**config.mk**
```make
export PLATFORM = sky130hd
export DESIGN_NAME = uart_frame_tx
export DESIGN_NICKNAME = d
export VERILOG_FILES = /design/src/rtl/uart_tx_pkg.sv /design/src/rtl/uart_tx_cfg_dec.sv /design/src/rtl/uart_tx_capture.sv /design/src/rtl/uart_tx_parity.sv /design/src/rtl/uart_tx_seq.sv /design/src/rtl/uart_frame_tx.sv
export SDC_FILE = /design/constraint.sdc
export NUM_CORES = 1
export LEC_CHECK = 0
export BUFFER_PORTS_ARGS = -buffer_cell sky130_fd_sc_hd__buf_2
export CORE_UTILIZATION = 53
export DETAILED_ROUTE_END_ITERATION = 7
export GPL_TIMING_DRIVEN = 0
export PLACE_DENSITY_LB_ADDON = 0.15
export SLEW_MARGIN = 20
export SYNTH_ARGS = -nofsm -noshare
export SYNTH_HDL_FRONTEND = slang
export SYNTH_SLANG_ARGS = --single-unit
```
**constraint.sdc**
```tcl
create_clock -name clk -period 2.84 [get_ports clk]
set_input_delay 0 -clock clk [delete_from_list [all_inputs] [get_ports clk]]
set_output_delay 0 -clock clk [all_outputs]
set_load 0.005 [all_outputs]
```
**src/rtl/uart_tx_pkg.sv**
```systemverilog
package uart_tx_pkg;

  localparam int MIN_BITS   = 5;
  localparam int MAX_BITS   = 9;
  localparam int LEN_CODE_W = 3;
  localparam int PAR_CODE_W = 2;
  localparam int CNT_W      = $clog2(MAX_BITS + 1);
  localparam int CODE_MAX   = MAX_BITS - MIN_BITS;

  typedef enum logic [2:0] {
    ST_IDLE,
    ST_START,
    ST_DATA,
    ST_PARITY,
    ST_STOP
  } tx_state_t;

  typedef enum logic [PAR_CODE_W-1:0] {
    PAR_NONE = 2'd0,
    PAR_ODD  = 2'd1,
    PAR_EVEN = 2'd2,
    PAR_RSVD = 2'd3
  } par_mode_t;

  typedef struct packed {
    logic [CNT_W-1:0] nbits;
    logic             par_en;
    logic             par_odd;
    logic             two_stop;
  } frame_cfg_t;

endpackage

```
**src/rtl/uart_tx_cfg_dec.sv**
```systemverilog
module uart_tx_cfg_dec
  import uart_tx_pkg::*;
(
  input  logic [LEN_CODE_W-1:0] len_code,
  input  logic [PAR_CODE_W-1:0] par_code,
  input  logic                  stop_code,
  output frame_cfg_t            cfg
);

  par_mode_t mode;

  always_comb begin
    mode = par_mode_t'(par_code);
    if (int'(len_code) >= CODE_MAX)
      cfg.nbits = CNT_W'(MAX_BITS);
    else
      cfg.nbits = CNT_W'(MIN_BITS) + CNT_W'(len_code);
    unique case (mode)
      PAR_ODD:  begin cfg.par_en = 1'b1; cfg.par_odd = 1'b1; end
      PAR_EVEN: begin cfg.par_en = 1'b1; cfg.par_odd = 1'b0; end
      default:  begin cfg.par_en = 1'b0; cfg.par_odd = 1'b0; end
    endcase
    cfg.two_stop = stop_code;
  end

  // decoded length always inside the legal window
  always_comb begin
    p_len_range_r3: assert (int'(cfg.nbits) >= MIN_BITS && int'(cfg.nbits) <= MAX_BITS)
      else $error("decoded length out of range");
  end

endmodule

```
**src/rtl/uart_tx_capture.sv**
```systemverilog
module uart_tx_capture
  import uart_tx_pkg::*;
(
  input  logic                clk,
  input  logic                rst_n,
  input  logic                load,
  input  logic [MAX_BITS-1:0] data_in,
  input  frame_cfg_t          cfg_in,
  output logic [MAX_BITS-1:0] data_q,
  output frame_cfg_t          cfg_q
);

  always_ff @(posedge clk or negedge rst_n) begin
    if (!rst_n) begin
      data_q <= '0;
      cfg_q  <= '{nbits: CNT_W'(MIN_BITS), par_en: 1'b0, par_odd: 1'b0, two_stop: 1'b0};
    end else if (load) begin
      data_q <= data_in;
      cfg_q  <= cfg_in;
    end
  end

  // captured word and format hold between acceptances
  p_hold_r7: assert property (@(posedge clk) disable iff (!rst_n)
    !load |=> ($stable(data_q) && $stable(cfg_q)))
    else $error("captured frame state changed without a load");

endmodule

```
**src/rtl/uart_tx_parity.sv**
```systemverilog
module uart_tx_parity
  import uart_tx_pkg::*;
(
  input  logic [MAX_BITS-1:0] data,
  input  logic [CNT_W-1:0]    nbits,
  input  logic                odd,
  output logic                parity_bit
);

  logic [MAX_BITS-1:0] masked;

  for (genvar i = 0; i < MAX_BITS; i++) begin : g_mask
    assign masked[i] = data[i] & (CNT_W'(i) < nbits);
  end

  assign parity_bit = (^masked) ^ odd;

endmodule

```
**src/rtl/uart_tx_seq.sv**
```systemverilog
module uart_tx_seq
  import uart_tx_pkg::*;
(
  input  logic                clk,
  input  logic                rst_n,
  input  logic                baud_tick,
  input  logic                in_valid,
  input  logic [MAX_BITS-1:0] data_q,
  input  frame_cfg_t          cfg_q,
  input  logic                parity_bit,
  output logic                load,
  output logic                in_ready,
  output logic                tx_line,
  output logic                busy
);

  tx_state_t        state;
  logic [CNT_W-1:0] bit_idx;
  logic [CNT_W-1:0] next_idx;
  logic             stop_left;
  logic             last_data;
  logic             stop_end;

  assign next_idx  = bit_idx + CNT_W'(1);
  assign last_data = (bit_idx == (cfg_q.nbits - CNT_W'(1)));
  assign stop_end  = (state == ST_STOP) && !stop_left;
  assign in_ready  = baud_tick && ((state == ST_IDLE) || stop_end);
  assign load      = in_ready && in_valid;
  assign busy      = (state != ST_IDLE);

  always_ff @(posedge clk or negedge rst_n) begin
    if (!rst_n) begin
      state     <= ST_IDLE;
      tx_line   <= 1'b1;
      bit_idx   <= '0;
      stop_left <= 1'b0;
    end else if (load) begin
      state   <= ST_START;
      tx_line <= 1'b0;
      bit_idx <= '0;
    end else if (baud_tick) begin
      unique case (state)
        ST_START: begin
          state   <= ST_DATA;
          tx_line <= data_q[0];
          bit_idx <= '0;
        end
        ST_DATA: begin
          if (last_data) begin
            if (cfg_q.par_en) begin
              state   <= ST_PARITY;
              tx_line <= parity_bit;
            end else begin
              state     <= ST_STOP;
              tx_line   <= 1'b1;
              stop_left <= cfg_q.two_stop;
            end
          end else begin
            bit_idx <= next_idx;
            tx_line <= data_q[next_idx];
          end
        end
        ST_PARITY: begin
          state     <= ST_STOP;
          tx_line   <= 1'b1;
          stop_left <= cfg_q.two_stop;
        end
        ST_STOP: begin
          tx_line <= 1'b1;
          if (stop_left) stop_left <= 1'b0;
          else           state     <= ST_IDLE;
        end
        default: begin
          tx_line <= 1'b1;
        end
      endcase
    end
  end

  // idle line rests high
  p_idle_high_r1: assert property (@(posedge clk) disable iff (!rst_n)
    !busy |-> tx_line)
    else $error("line low while idle");

  // acceptance opens a low start bit
  p_start_low_r2: assert property (@(posedge clk) disable iff (!rst_n)
    load |=> (!tx_line && busy))
    else $error("no start bit after acceptance");

  // ready only offered in tick cycles
  p_ready_on_tick_r2: assert property (@(posedge clk) disable iff (!rst_n)
    in_ready |-> baud_tick)
    else $error("ready outside a tick cycle");

  // line moves only at tick edges
  p_line_stable_r6: assert property (@(posedge clk) disable iff (!rst_n)
    !baud_tick |=> $stable(tx_line))
    else $error("line changed between ticks");

  // stop period drives high
  p_stop_high_r5: assert property (@(posedge clk) disable iff (!rst_n)
    (state == ST_STOP) |-> tx_line)
    else $error("stop bit not high");

endmodule

```
**src/rtl/uart_frame_tx.sv**
```systemverilog
module uart_frame_tx
  import uart_tx_pkg::*;
(
  input  logic                  clk,
  input  logic                  rst_n,
  input  logic                  baud_tick,
  input  logic [LEN_CODE_W-1:0] cfg_len,
  input  logic [PAR_CODE_W-1:0] cfg_parity,
  input  logic                  cfg_stop,
  input  logic                  in_valid,
  output logic                  in_ready,
  input  logic [MAX_BITS-1:0]   in_data,
  output logic                  tx_line,
  output logic                  busy
);

  frame_cfg_t          cfg_dec;
  frame_cfg_t          cfg_q;
  logic [MAX_BITS-1:0] data_q;
  logic                parity_bit;
  logic                load;

  uart_tx_cfg_dec u_dec (
    .len_code  (cfg_len),
    .par_code  (cfg_parity),
    .stop_code (cfg_stop),
    .cfg       (cfg_dec)
  );

  uart_tx_capture u_cap (
    .clk     (clk),
    .rst_n   (rst_n),
    .load    (load),
    .data_in (in_data),
    .cfg_in  (cfg_dec),
    .data_q  (data_q),
    .cfg_q   (cfg_q)
  );

  uart_tx_parity u_par (
    .data       (data_q),
    .nbits      (cfg_q.nbits),
    .odd        (cfg_q.par_odd),
    .parity_bit (parity_bit)
  );

  uart_tx_seq u_seq (
    .clk        (clk),
    .rst_n      (rst_n),
    .baud_tick  (baud_tick),
    .in_valid   (in_valid),
    .data_q     (data_q),
    .cfg_q      (cfg_q),
    .parity_bit (parity_bit),
    .load       (load),
    .in_ready   (in_ready),
    .tx_line    (tx_line),
    .busy       (busy)
  );

  // frame in flight right after acceptance, ready withheld
  p_busy_after_load_r8: assert property (@(posedge clk) disable iff (!rst_n)
    load |=> (busy && !in_ready))
    else $error("busy/ready wrong after acceptance");

endmodule

```
==> metrics.md, run 1 <==
| Metric | Value |
|---|---|
| Status | complete, no violations |
| WP data arrival | 2620 ps |
| Inst Count DP | about 240 |
| Final Hold Vio Count | 0 |
| Peak Freq | 417 MHz |
| CTS resizes | 0 |
| Critical path launch point type | register |
| EDFF count, synth | 0 |
| Post-Synth XOR/XNOR Area | 8.73% |
| CTS tree | done |
| Clock power share | 8.2% |
| Setup Buffers After CTS | 0 |
| Setup-failing EPs final | 0 |
| Vias in the first global route | ~1.4k |
| Clk_skew | 8.23 ps |
| First-pass GRT wire length | 6.11 mm |
| Crit path cell chain | inv_1 > ha_1 > xnor2_1 > nor4_4 > o21ai_1 > nor3_2 > mux2_2 |
| Worst reg2reg startpoint | u_cap.cfg_q[3] |
| Clock slew seen by the registers of the worst setup and hold paths | between 100 and 150 ps |
| Worst-case reg-to-reg path depth | 7 |
| Internal | 1.11 mW |
| CP startpoint | u_cap.cfg_q[3] |
| CP Buf/Inv Count | 1 |
| Post-Synth Simple-Gate Area | 21.4% |
| Switch Pwr | 0.880 mW |
| Area delta synth->final | 18.7% |
| Layout cell share with drive strength beyond 1 | between 10% and 20% |
| Die area | 3370 um2 |
| Hold path depth | 3 |
| Largest stage delay, worst path | just over 600 ps |
| DR vias | 1475 |
| Metal-1 WL | 1.57 mm |
| Fin crit period | about 2400 ps |
| CTS max path bufs | 2 |
| Worst Tran Pin Value | 539 ps |
| Metal3 WL | 156 um |
| Total Wirelength | 3.55 mm |
| Synthesized net count | 214 |
| Root buf cell | clkbuf_4 |
| Met2 WL | 1.76 mm |
| ANT nets after route | 0 |
| Adder-Cell Fraction of Synth Area | 6.02% |
| Crit end category | register |
| Worst path depth | 7 |
| Final global-route overflow total | 0 |
| Distinct cells, synth | 49 |
| CP Max Fanout | 7 |
| Mux contribution to synthesized area | 2.63% |
| DR DRC count | 0 |
| Initial antenna violation count | 0 |
| First-pass iteration count of the detailed router | 4 |
| Synth Instances | 187 |
| Detail-routed via count per cell | 5.74 |
| Power per cell area | 1010 nW/um2 |
| Yosys top cell by area | dfrtp_1 |
| Htree depth | 1 |
| # rows | 19 |
| Fin cells | 257 |
| Comb power frac | 57.8% |
| Clock sink total | 25 |
| Max layer used | met4 |
| RePlAce Congestion | 0.860 |
| Syn Area/Cell | 8.89 um2 |
| Post-route setup TNS | 0 ps |
| RSZ-0062 raised after global routing | no |
| PortBufs | 21 |
| Reg2reg setup slack | 440 ps |
| Flop pwr share | 34.0% |
| Initial drt markers | 60 |
| R2R Path End | u_seq.stop_left |
| Wirelength per Cell | between 10 and 15 um |
| Leak | 0.886 nW |
| FFs w/ async S/R, synth | 100% |
| Synth area leaders | dfrtp_1, nand2_1, ha_1, o21ai_0, xnor2_1 |
| Hpwl dp | 2.60 mm |
| Chip width | 58.0 um |
| CTS Hold Bufs | 14 |
| Largest net degree at the start of global routing | 26 |
| Register bit count reported by yosys | 25 |
| Initial core utilization | 58.3% |
| Seq/Total Area, Yosys | 37.8% |
| Yosys warns | 0 |
| Prevailing post-synth register cell | dfrtp_1 |
| Peak supply drop | 0.519 mV |
| Main combinational cell family by area after synthesis | simple AND/OR/NAND/NOR gates |
| Worst Hold Class | input pin to register |
| IO Pins | 22 |
| Diodes inserted | 0 |
| CTS buffer count | 3 |
| Core area | roughly 2900 um2 |
| Leading cell type in the layout, fill and taps excluded | nand2_1 |
| Synthesized area | 1660 um2 |
| Crit Path Class | register to register |
| Clk Latency, worst-skew pair | 330 ps |
| Crit path to | u_seq.stop_left |
| Synth Area in Compound Gates | 18.5% |
| Period utilisation layout | between 80 and 90% |
| Tot GR Track Use | 23.4% |
| Crit-path slowest cell | dfstp_2 |
| CP Data Required Time | 3060 ps |
| MaxCap Viol Count | 0 |
| Yosys top cell area share | ~33% |
| Largest delay share family, worst path | flip-flops |
| Nets | 254 |
| Net Sw Frac | 44.2% |
| Slew Limit Fails | 0 |
| Slew HR | 64.0% |
| Die Height | 58.0 um |
| Most frequent cells in the layout | nand2_1, buf_2, dfrtp_1 |
## worst reg2reg max path: stages, from the launching register on
cell and delay (ps):
dfstp_2 620, inv_1 90, ha_1 320, xnor2_1 160
nor4_4 430, o21ai_1 150, nor3_2 170, mux2_2 340
## per-layer routing
layer | vias up | GRT usage (%)
met2 | 38 | 39.9
li1 | 732 | -
met4 | 0 | 8.50
met1 | 698 | 30.6
met3 | 7 | 2.68
met5 | - | 0
## how the worst min path moves through the flow
stage,from,slack [ps],endpoint
2_1_floorplan,rst_n,-300,u_cap.cfg_q[0]
3_3_place_gp,rst_n,10,u_seq.bit_idx[0]
3_5_place_dp,rst_n,20,u_seq.bit_idx[1]
4_1_cts,cfg_len[1],2,u_cap.cfg_q[6]
5_1_grt,baud_tick,50,u_seq.tx_line
6_report,cfg_len[1],3,u_cap.cfg_q[6]
## flip-flops by register name (all words and copies together) (netlist names)
| name | count |
|---|---|
| u_cap.data_q | 9 |
| u_seq.tx_line | 1 |
| u_seq.state | 3 |
| u_cap.cfg_q | 7 |
| u_seq.stop_left | 1 |
| u_seq.bit_idx | 4 |
## metrics by stage
stage                     hold WS, ps  utilization [%]  cell area [um2]  setup WS, ps  power (mW)
after floorplan                  -296                -             1660           654        1.55
after global placement           12.3             63.3             1810           475        1.76
after detailed placement         16.4             63.3             1810           457        1.80
after CTS                        1.80             69.2             1970           434        1.98
after global routing             54.4             69.2             1970           327        2.17
final                            2.53             69.2             1970           444        1.99
## cells in the mapped netlist, types with 3 or more instances
| cell type | instances |
|---|---|
| o21ai_0 | 18 |
| xor2_1 | 4 |
| nor2_1 | 6 |
| a21oi_1 | 5 |
| nand3b_1 | 3 |
| dfrtp_1 | 22 |
| ha_1 | 8 |
| nand3_1 | 4 |
| dfstp_2 | 3 |
| xnor2_1 | 10 |
| inv_1 | 10 |
| nand2_1 | 39 |
| clkbuf_1 | 4 |
| buf_2 | 5 |
## area by class of cell
cell class / instances / area (um2)
fillers: 254 / 880
flip-flops and latches: 25 / 629
well taps: 31 / 38.8
clock buffers: 4 / 26.3
inverters: 10 / 37.5
repair buffers: 35 / 245
plain buffers: 10 / 43.8
multi-input cells: 142 / 952
## power groups by stage
stage	sequential [mW]	combinational, mW	clock, mW
2_1_floorplan	0.632	0.917	0
3_3_place_gp	0.676	1.08	0
3_5_place_dp	0.684	1.12	0
4_1_cts	0.675	1.15	0.163
5_1_grt	0.701	1.29	0.178
6_report	0.677	1.15	0.163
## kinds of logic (layout without fill, tap and decap cells)
group	count (synthesis)	after routing
adder cells (fa/ha/maj)	8	8
AO/OA/AOI/OAI	45	45
multiplexers	4	4
XOR/XNOR	15	15
buffers and inverters	20	59
flip-flops	25	25
AND/OR/NAND/NOR	70	70
Power figures use the tool's default switching activity.
==> inputs of run 2 (changes only) <==
==> constraint.sdc (replaced) <==
create_clock -name clk -period 2.35 [get_ports clk]
set_input_delay 0 -clock clk [delete_from_list [all_inputs] [get_ports clk]]
set_output_delay 0 -clock clk [all_outputs]
set_load 0.005 [all_outputs]
==> metrics.md, run 2 (synthesis results as in run 1) <==
| Metric | Value |
|---|---|
| Pre-CTS setup slack | -32.9 ps (-490 ps) |
| CTS max path bufs | 2 (unchanged) |
| Slew Limit Fails | 0 (unchanged) |
| PortBufs | 21 (unchanged) |
| Comb power frac | 58.1% (+0.3 points) |
| First-pass GRT wire length | 6.11 mm (unchanged) |
| Wirelength per Cell | 13.8 um (-0.17%) |
| Largest stage delay, worst path | 620 ps (about the same) |
| Final global-route overflow total | 0 (unchanged) |
| Largest delay share family, worst path | flip-flops |
| Total power | 2.42 mW (+22%) |
| Crit Path Class | register to register |
| Initial antenna violation count | 0 (unchanged) |
| Core area | 2850 um2 (unchanged) |
| DR DRC count | 0 (unchanged) |
| Detail-routed via count per cell | 5.67 (-1.2%) |
| Crit path to | u_seq.stop_left |
| Status | complete, no violations |
| Flop pwr share | 33.8% (-0.2 points) |
| Root buf cell | clkbuf_4 |
| Leading cell type in the layout, fill and taps excluded | nand2_1 |
| Clk Latency, worst-skew pair | 330 ps (about the same) |
| Clock power share | 8.2% (about the same) |
| Crit-path slowest cell | dfstp_2 |
| Setup-failing EPs final | 0 (unchanged) |
| Worst reg2reg startpoint | u_cap.cfg_q[3] |
| Largest net degree at the start of global routing | 26 (unchanged) |
| Hold WS | 2.38 ps (-0.145 ps) |
| Switch Pwr | 1.06 mW (+21%) |
| CP startpoint | u_cap.cfg_q[3] |
| Tot GR Track Use | 23.4% (unchanged) |
| WP data arrival | 2450 ps (-170 ps) |
| DR vias | 1457 (-1.2%) |
| Initial core utilization | 58.3% (unchanged) |
| Peak Freq | 448 MHz (+7.4%) |
| Internal | 1.36 mW (+22%) |
| Chip width | 58.0 um (unchanged) |
| RePlAce Congestion | 0.860 (unchanged) |
| Clk_skew | 9.01 ps (+0.785 ps) |
| Nets | 254 (unchanged) |
| Worst path depth | 7 (unchanged) |
| Final Hold Vio Count | 0 (unchanged) |
| Slew HR | 64.0% (about the same) |
| CTS buffer count | 3 (unchanged) |
| Crit path cell chain | inv_1 > ha_1 > xnor2_1 > nor4_4 > o21ai_1 > nor3_2 > mux2_2 |
| Fin crit period | 2230 ps (-166 ps) |
| CP Buf/Inv Count | 1 (unchanged) |
| Htree depth | 1 (unchanged) |
| Clock slew seen by the registers of the worst setup and hold paths | 130 ps (about the same) |
| Die area | 3370 um2 (unchanged) |
| CP Max Fanout | 5 (-2) |
| Worst Hold Class | input pin to register |
| Final WS setup | 120 ps (-324 ps) |
| CTS tree | done |
| Crit end category | register |
| Post-route setup TNS | 0 ps (unchanged) |
| Diodes inserted | 0 (unchanged) |
| Reg2reg setup slack | 120 ps (-320 ps) |
| Total Wirelength | 3.54 mm (-0.17%) |
| Fill count | 255 (+0.39%) |
| Net Sw Frac | 43.9% (-0.30 points) |
| R2R Path End | u_seq.stop_left |
| Vias in the first global route | 1415 (unchanged) |
| Clock sink total | 25 (unchanged) |
| # rows | 19 (unchanged) |
| Leak | 0.890 nW (+0.47%) |
| Area delta synth->final | 18.9% |
| Most frequent cells in the layout | nand2_1, buf_2, dfrtp_1 |
| ANT nets after route | 0 (unchanged) |
| Worst-case reg-to-reg path depth | 7 (unchanged) |
| Layout cell share with drive strength beyond 1 | 19.0% (+0.44 points) |
| Critical path launch point type | register |
| First-pass iteration count of the detailed router | 4 (unchanged) |
| Initial drt markers | 53 (-12%) |
| Peak supply drop | 0.632 mV (+22%) |
| Largest Register | u_cap.data_q |
| Hpwl dp | 2.60 mm (unchanged) |
| Power per cell area | 1220 nW/um2 (+21%) |
| Die Height | 58.0 um (unchanged) |
| IO Pins | 22 (unchanged) |
| Worst Tran Pin Value | 539 ps (+0.0142 ps) |
| Period utilisation layout | 94.9% (+11 points) |
| Top Registers | u_cap.data_q (9), u_cap.cfg_q (7), u_seq.bit_idx (4) |
| MaxCap Viol Count | 0 (unchanged) |
| CP Data Required Time | 2570 ps (-490 ps) |
| Largest register FFs | 9 (unchanged) |
## run 2: cell count changes in the layout (fill, tap and decap cells not counted)
| cell | before | now |
|---|---|---|
| buf_1 | 1 | 0 |
| buf_4 | 0 | 1 |
## run 2: worst min path at each step
| stage | startpoint | to | slack, ps | cells past startpoint |
|---|---|---|---|---|
| final | cfg_len[1] | u_cap.cfg_q[6] | 2 | 3 |
| after detailed placement | rst_n | u_seq.bit_idx[1] | 20 | 1 |
| after floorplan | rst_n | u_cap.cfg_q[0] | -300 | 0 |
| after global routing | baud_tick | u_seq.tx_line | 50 | 2 |
| after global placement | rst_n | u_seq.bit_idx[0] | 10 | 1 |
| after CTS | cfg_len[1] | u_cap.cfg_q[6] | 2 | 3 |
## run 2: layout make-up
type,count,area [um2],share of cell area (%)
multi-input combinational,142,952,48.2
tap,31,38.8,1.96
inverter,10,37.5,1.90
sequential,25,629,31.8
clock buffer,4,26.3,1.33
buffer,9,40.0,2.03
timing repair buffer,36,253,12.8
## run 2: timing repair
item,in CTS,in global routing
hold buffers,14,0
setup buffers,0,1
gates resized for setup,0,0
pin swaps,1,1
endpoints found under the hold margin,36,0
endpoints found under the setup margin,2,3
## run 2: worst register-to-register path, stage by stage, from the launching register on
cell     delay (ps)
dfstp_2         620
inv_1            90
ha_1            320
xnor2_1         160
nor4_4          300
o21ai_1         130
nor3_2          170
mux2_2          340
## run 2: metrics by stage
| step | cells | instance area, um2 | utilization [%] |
|---|---|---|---|
| floorplan | 187 | 1660 | - |
| global placement | 239 | 1810 | 63.3 |
| detailed placement | 239 | 1810 | 63.3 |
| CTS | 257 | 1970 | 69.2 |
| global route | 257 | 1980 | 69.3 |
| finish | 257 | 1980 | 69.3 |
## run 2: routing by layer
metal / part of all wire, % / up-vias / GRT usage, %
li1: - / 730 / -
met1: 45 / 685 / 30.6
met2: 49 / 35 / 39.9
met3: 4.0 / 7 / 2.68
met4: 1.7 / 0 / 8.50
met5: 0 / - / 0
## run 2: power groups by stage
stage	registers (mW)	clock network, mW	logic [mW]
global placement	0.817	0	1.30
global route	0.847	0.216	1.57
detailed placement	0.826	0	1.35
CTS	0.816	0.197	1.38
floorplan	0.764	0	1.11
finish	0.818	0.198	1.41
==> inputs of run 3 (changes only) <==
--- a/config.mk
+++ b/config.mk
@@ -7,6 +7,7 @@
 export LEC_CHECK = 0
 export BUFFER_PORTS_ARGS = -buffer_cell sky130_fd_sc_hd__buf_2
 export CORE_UTILIZATION = 53
+export CTS_BUF_LIST = sky130_fd_sc_hd__clkbuf_4
 export DETAILED_ROUTE_END_ITERATION = 7
 export GPL_TIMING_DRIVEN = 0
 export PLACE_DENSITY_LB_ADDON = 0.15
==> metrics.md, run 3 (synthesis results as in run 1) <==
| Metric | Value |
|---|---|
| Initial antenna violation count | 0 (unchanged) |
| Diodes inserted | 0 (unchanged) |
| CTS resizes | 0 (unchanged) |
| PortBufs | 21 (unchanged) |
| DR vias | 1464 (+0.48%) |
| Worst Tran Pin Value | 543 ps (+3.50 ps) |
| CP Data Required Time | 2570 ps (about the same) |
| Most frequent cells in the layout | nand2_1, buf_2, dfrtp_1 |
| CP Max Fanout | 5 (unchanged) |
| CTS tree | done |
| Chip width | 58.0 um (unchanged) |
| DR DRC count | 0 (unchanged) |
| Final Cell Area | 1980 um2 (+0.19%) |
| Hpwl dp | 2.60 mm (unchanged) |
| Crit Path Class | register to register |
| Tot GR Track Use | 23.3% (-0.047 points) |
| # rows | 19 (unchanged) |
| Peak Freq | 448 MHz (about the same) |
| Total power | 2.43 mW (+0.48%) |
| Worst Hold Class | input pin to register |
| ANT nets after route | 0 (unchanged) |
| CTS buffer count | 3 (unchanged) |
| Largest net degree at the start of global routing | 26 (unchanged) |
| Final global-route overflow total | 0 (unchanged) |
| WP data arrival | 2450 ps (about the same) |
| CTS max path bufs | 2 (unchanged) |
| Hold path start | cfg_len[1] |
| Nets | 254 (unchanged) |
| Area delta synth->final | 19.1% |
| Peak supply drop | 0.633 mV (+0.11%) |
| First-pass iteration count of the detailed router | 4 (unchanged) |
| Clock sink total | 25 (unchanged) |
| Slew Limit Fails | 0 (unchanged) |
| Post-DP Area | 1810 um2 (unchanged) |
| Root buf cell | clkbuf_4 |
| Critical path launch point type | register |
| Status | complete, no violations |
| Power per cell area | 1230 nW/um2 (+0.29%) |
| Setup-failing EPs final | 0 (unchanged) |
| Hold WS | 2.21 ps (-0.177 ps) |
| Leading cell type in the layout, fill and taps excluded | nand2_1 |
| Largest stage delay, worst path | 620 ps (about the same) |
| Die area | 3370 um2 (unchanged) |
| Largest Register | u_cap.data_q |
| Initial drt markers | 54 (+1.9%) |
| Detail-routed via count per cell | 5.70 (+0.48%) |
| Layout cell share with drive strength beyond 1 | 19.5% (+0.44 points) |
| Reg2reg setup slack | 120 ps (about the same) |
| RePlAce Congestion | 0.860 (unchanged) |
| Leak | 0.894 nW (+0.38%) |
| Initial core utilization | 58.3% (unchanged) |
| Clk_skew | 5.62 ps (-3.39 ps) |
| Htree depth | 1 (unchanged) |
| Clk Latency, worst-skew pair | 320 ps (about the same) |
| Slew HR | 63.8% (-0.23 points) |
| Crit end category | register |
| Top Registers | u_cap.data_q (9), u_cap.cfg_q (7), u_seq.bit_idx (4) |
| Crit-path slowest cell | dfstp_2 |
| Vias in the first global route | 1413 (-0.14%) |
| Die Height | 58.0 um (unchanged) |
| Worst reg2reg startpoint | u_cap.cfg_q[3] |
| Wirelength per Cell | 13.8 um (about the same) |
| Total Wirelength | 3.54 mm (about the same) |
| Core area | 2850 um2 (unchanged) |
| Crit path cell chain | inv_1 > ha_1 > xnor2_1 > nor4_4 > o21ai_1 > nor3_2 > mux2_2 |
| Largest register FFs | 9 (unchanged) |
| Period utilisation layout | 95.0% (about the same) |
| IO Pins | 22 (unchanged) |
| Fin crit period | 2230 ps (+1.32 ps) |
| Hold path depth | 3 (unchanged) |
| Final Hold Vio Count | 0 (unchanged) |
| Finished Core Util | 69.4% (+0.13 points) |
| R2R Path End | u_seq.stop_left |
| Worst-case reg-to-reg path depth | 7 (unchanged) |
| Hold path endpoint | u_cap.cfg_q[6] |
| First-pass GRT wire length | 6.10 mm (-0.11%) |
| Clock slew seen by the registers of the worst setup and hold paths | 130 ps (about the same) |
| MaxCap Viol Count | 0 (unchanged) |
[run 3: cell counts in the layout (fill, tap and decap cells not counted)]
Identical to the previous run, type by type.
[run 3: worst max-delay path: cells and delay by family, from the launching register on]
family,cells,cell delay [ps]
multiplexers,1,340
adder cells (fa/ha/maj),1,320
AO/OA/AOI/OAI,1,130
XOR/XNOR,1,160
AND/OR/NAND/NOR,2,470
flip-flops,1,620
buffers and inverters,1,90
[run 3: worst max path at each step]
stage / startpoint / endpoint / slack (ps) / depth (start not counted)
finish: u_cap.cfg_q[3] / u_seq.stop_left / 120 / 7
global route: u_cap.cfg_q[3] / u_seq.stop_left / -4 / 7
CTS: u_cap.cfg_q[3] / u_seq.stop_left / 10 / 7
detailed placement: u_cap.cfg_q[3] / u_seq.stop_left / -30 / 7
global placement: u_cap.cfg_q[3] / u_seq.stop_left / -10 / 7
floorplan: u_cap.cfg_q[3] / u_seq.stop_left / 160 / 7
[run 3: metal layers]
| layer | global-route usage, % | share of wire, % | vias up |
|---|---|---|---|
| met5 | 0 | 0 | - |
| met4 | 8.50 | 1.7 | 0 |
| met3 | 2.68 | 3.7 | 7 |
| met2 | 39.7 | 49 | 33 |
| met1 | 30.6 | 45 | 694 |
| li1 | - | - | 730 |
[run 3: stage by stage]
stage	TNS, ps	instances	worst slack, ps
after global routing	-4.30	257	-4.30
after global placement	-14.6	239	-14.6
after detailed placement	-55.3	239	-32.9
after CTS	0	257	12.3
final	0	257	118
after floorplan	0	187	164
[run 3: repair_timing]
action                                 4_1_cts  5_1_grt
setup endpoints to repair                    2        3
pin swaps                                    1        1
endpoints found under the hold margin       36        0
hold buffers                                14        0
setup buffers                                0        1
[run 3: layout make-up]
cell class | count | area [um2]
Timing Repair Buffer | 36 | 253
Clock buffer | 4 | 30.0
Inverter | 10 | 37.5
Multi-Input combinational cell | 142 | 952
Sequential cell | 25 | 629
Tap cell | 31 | 38.8
Fill cell | 258 | 872
Buffer | 9 | 40.0
[run 3: power by group]
group	switching [mW]	internal (mW)	total (mW)	leakage (nW)
Combinational	0.746	0.661	1.41	0.565
Sequential	0.188	0.630	0.818	0.310
Clock	0.129	0.0781	0.207	0.0184
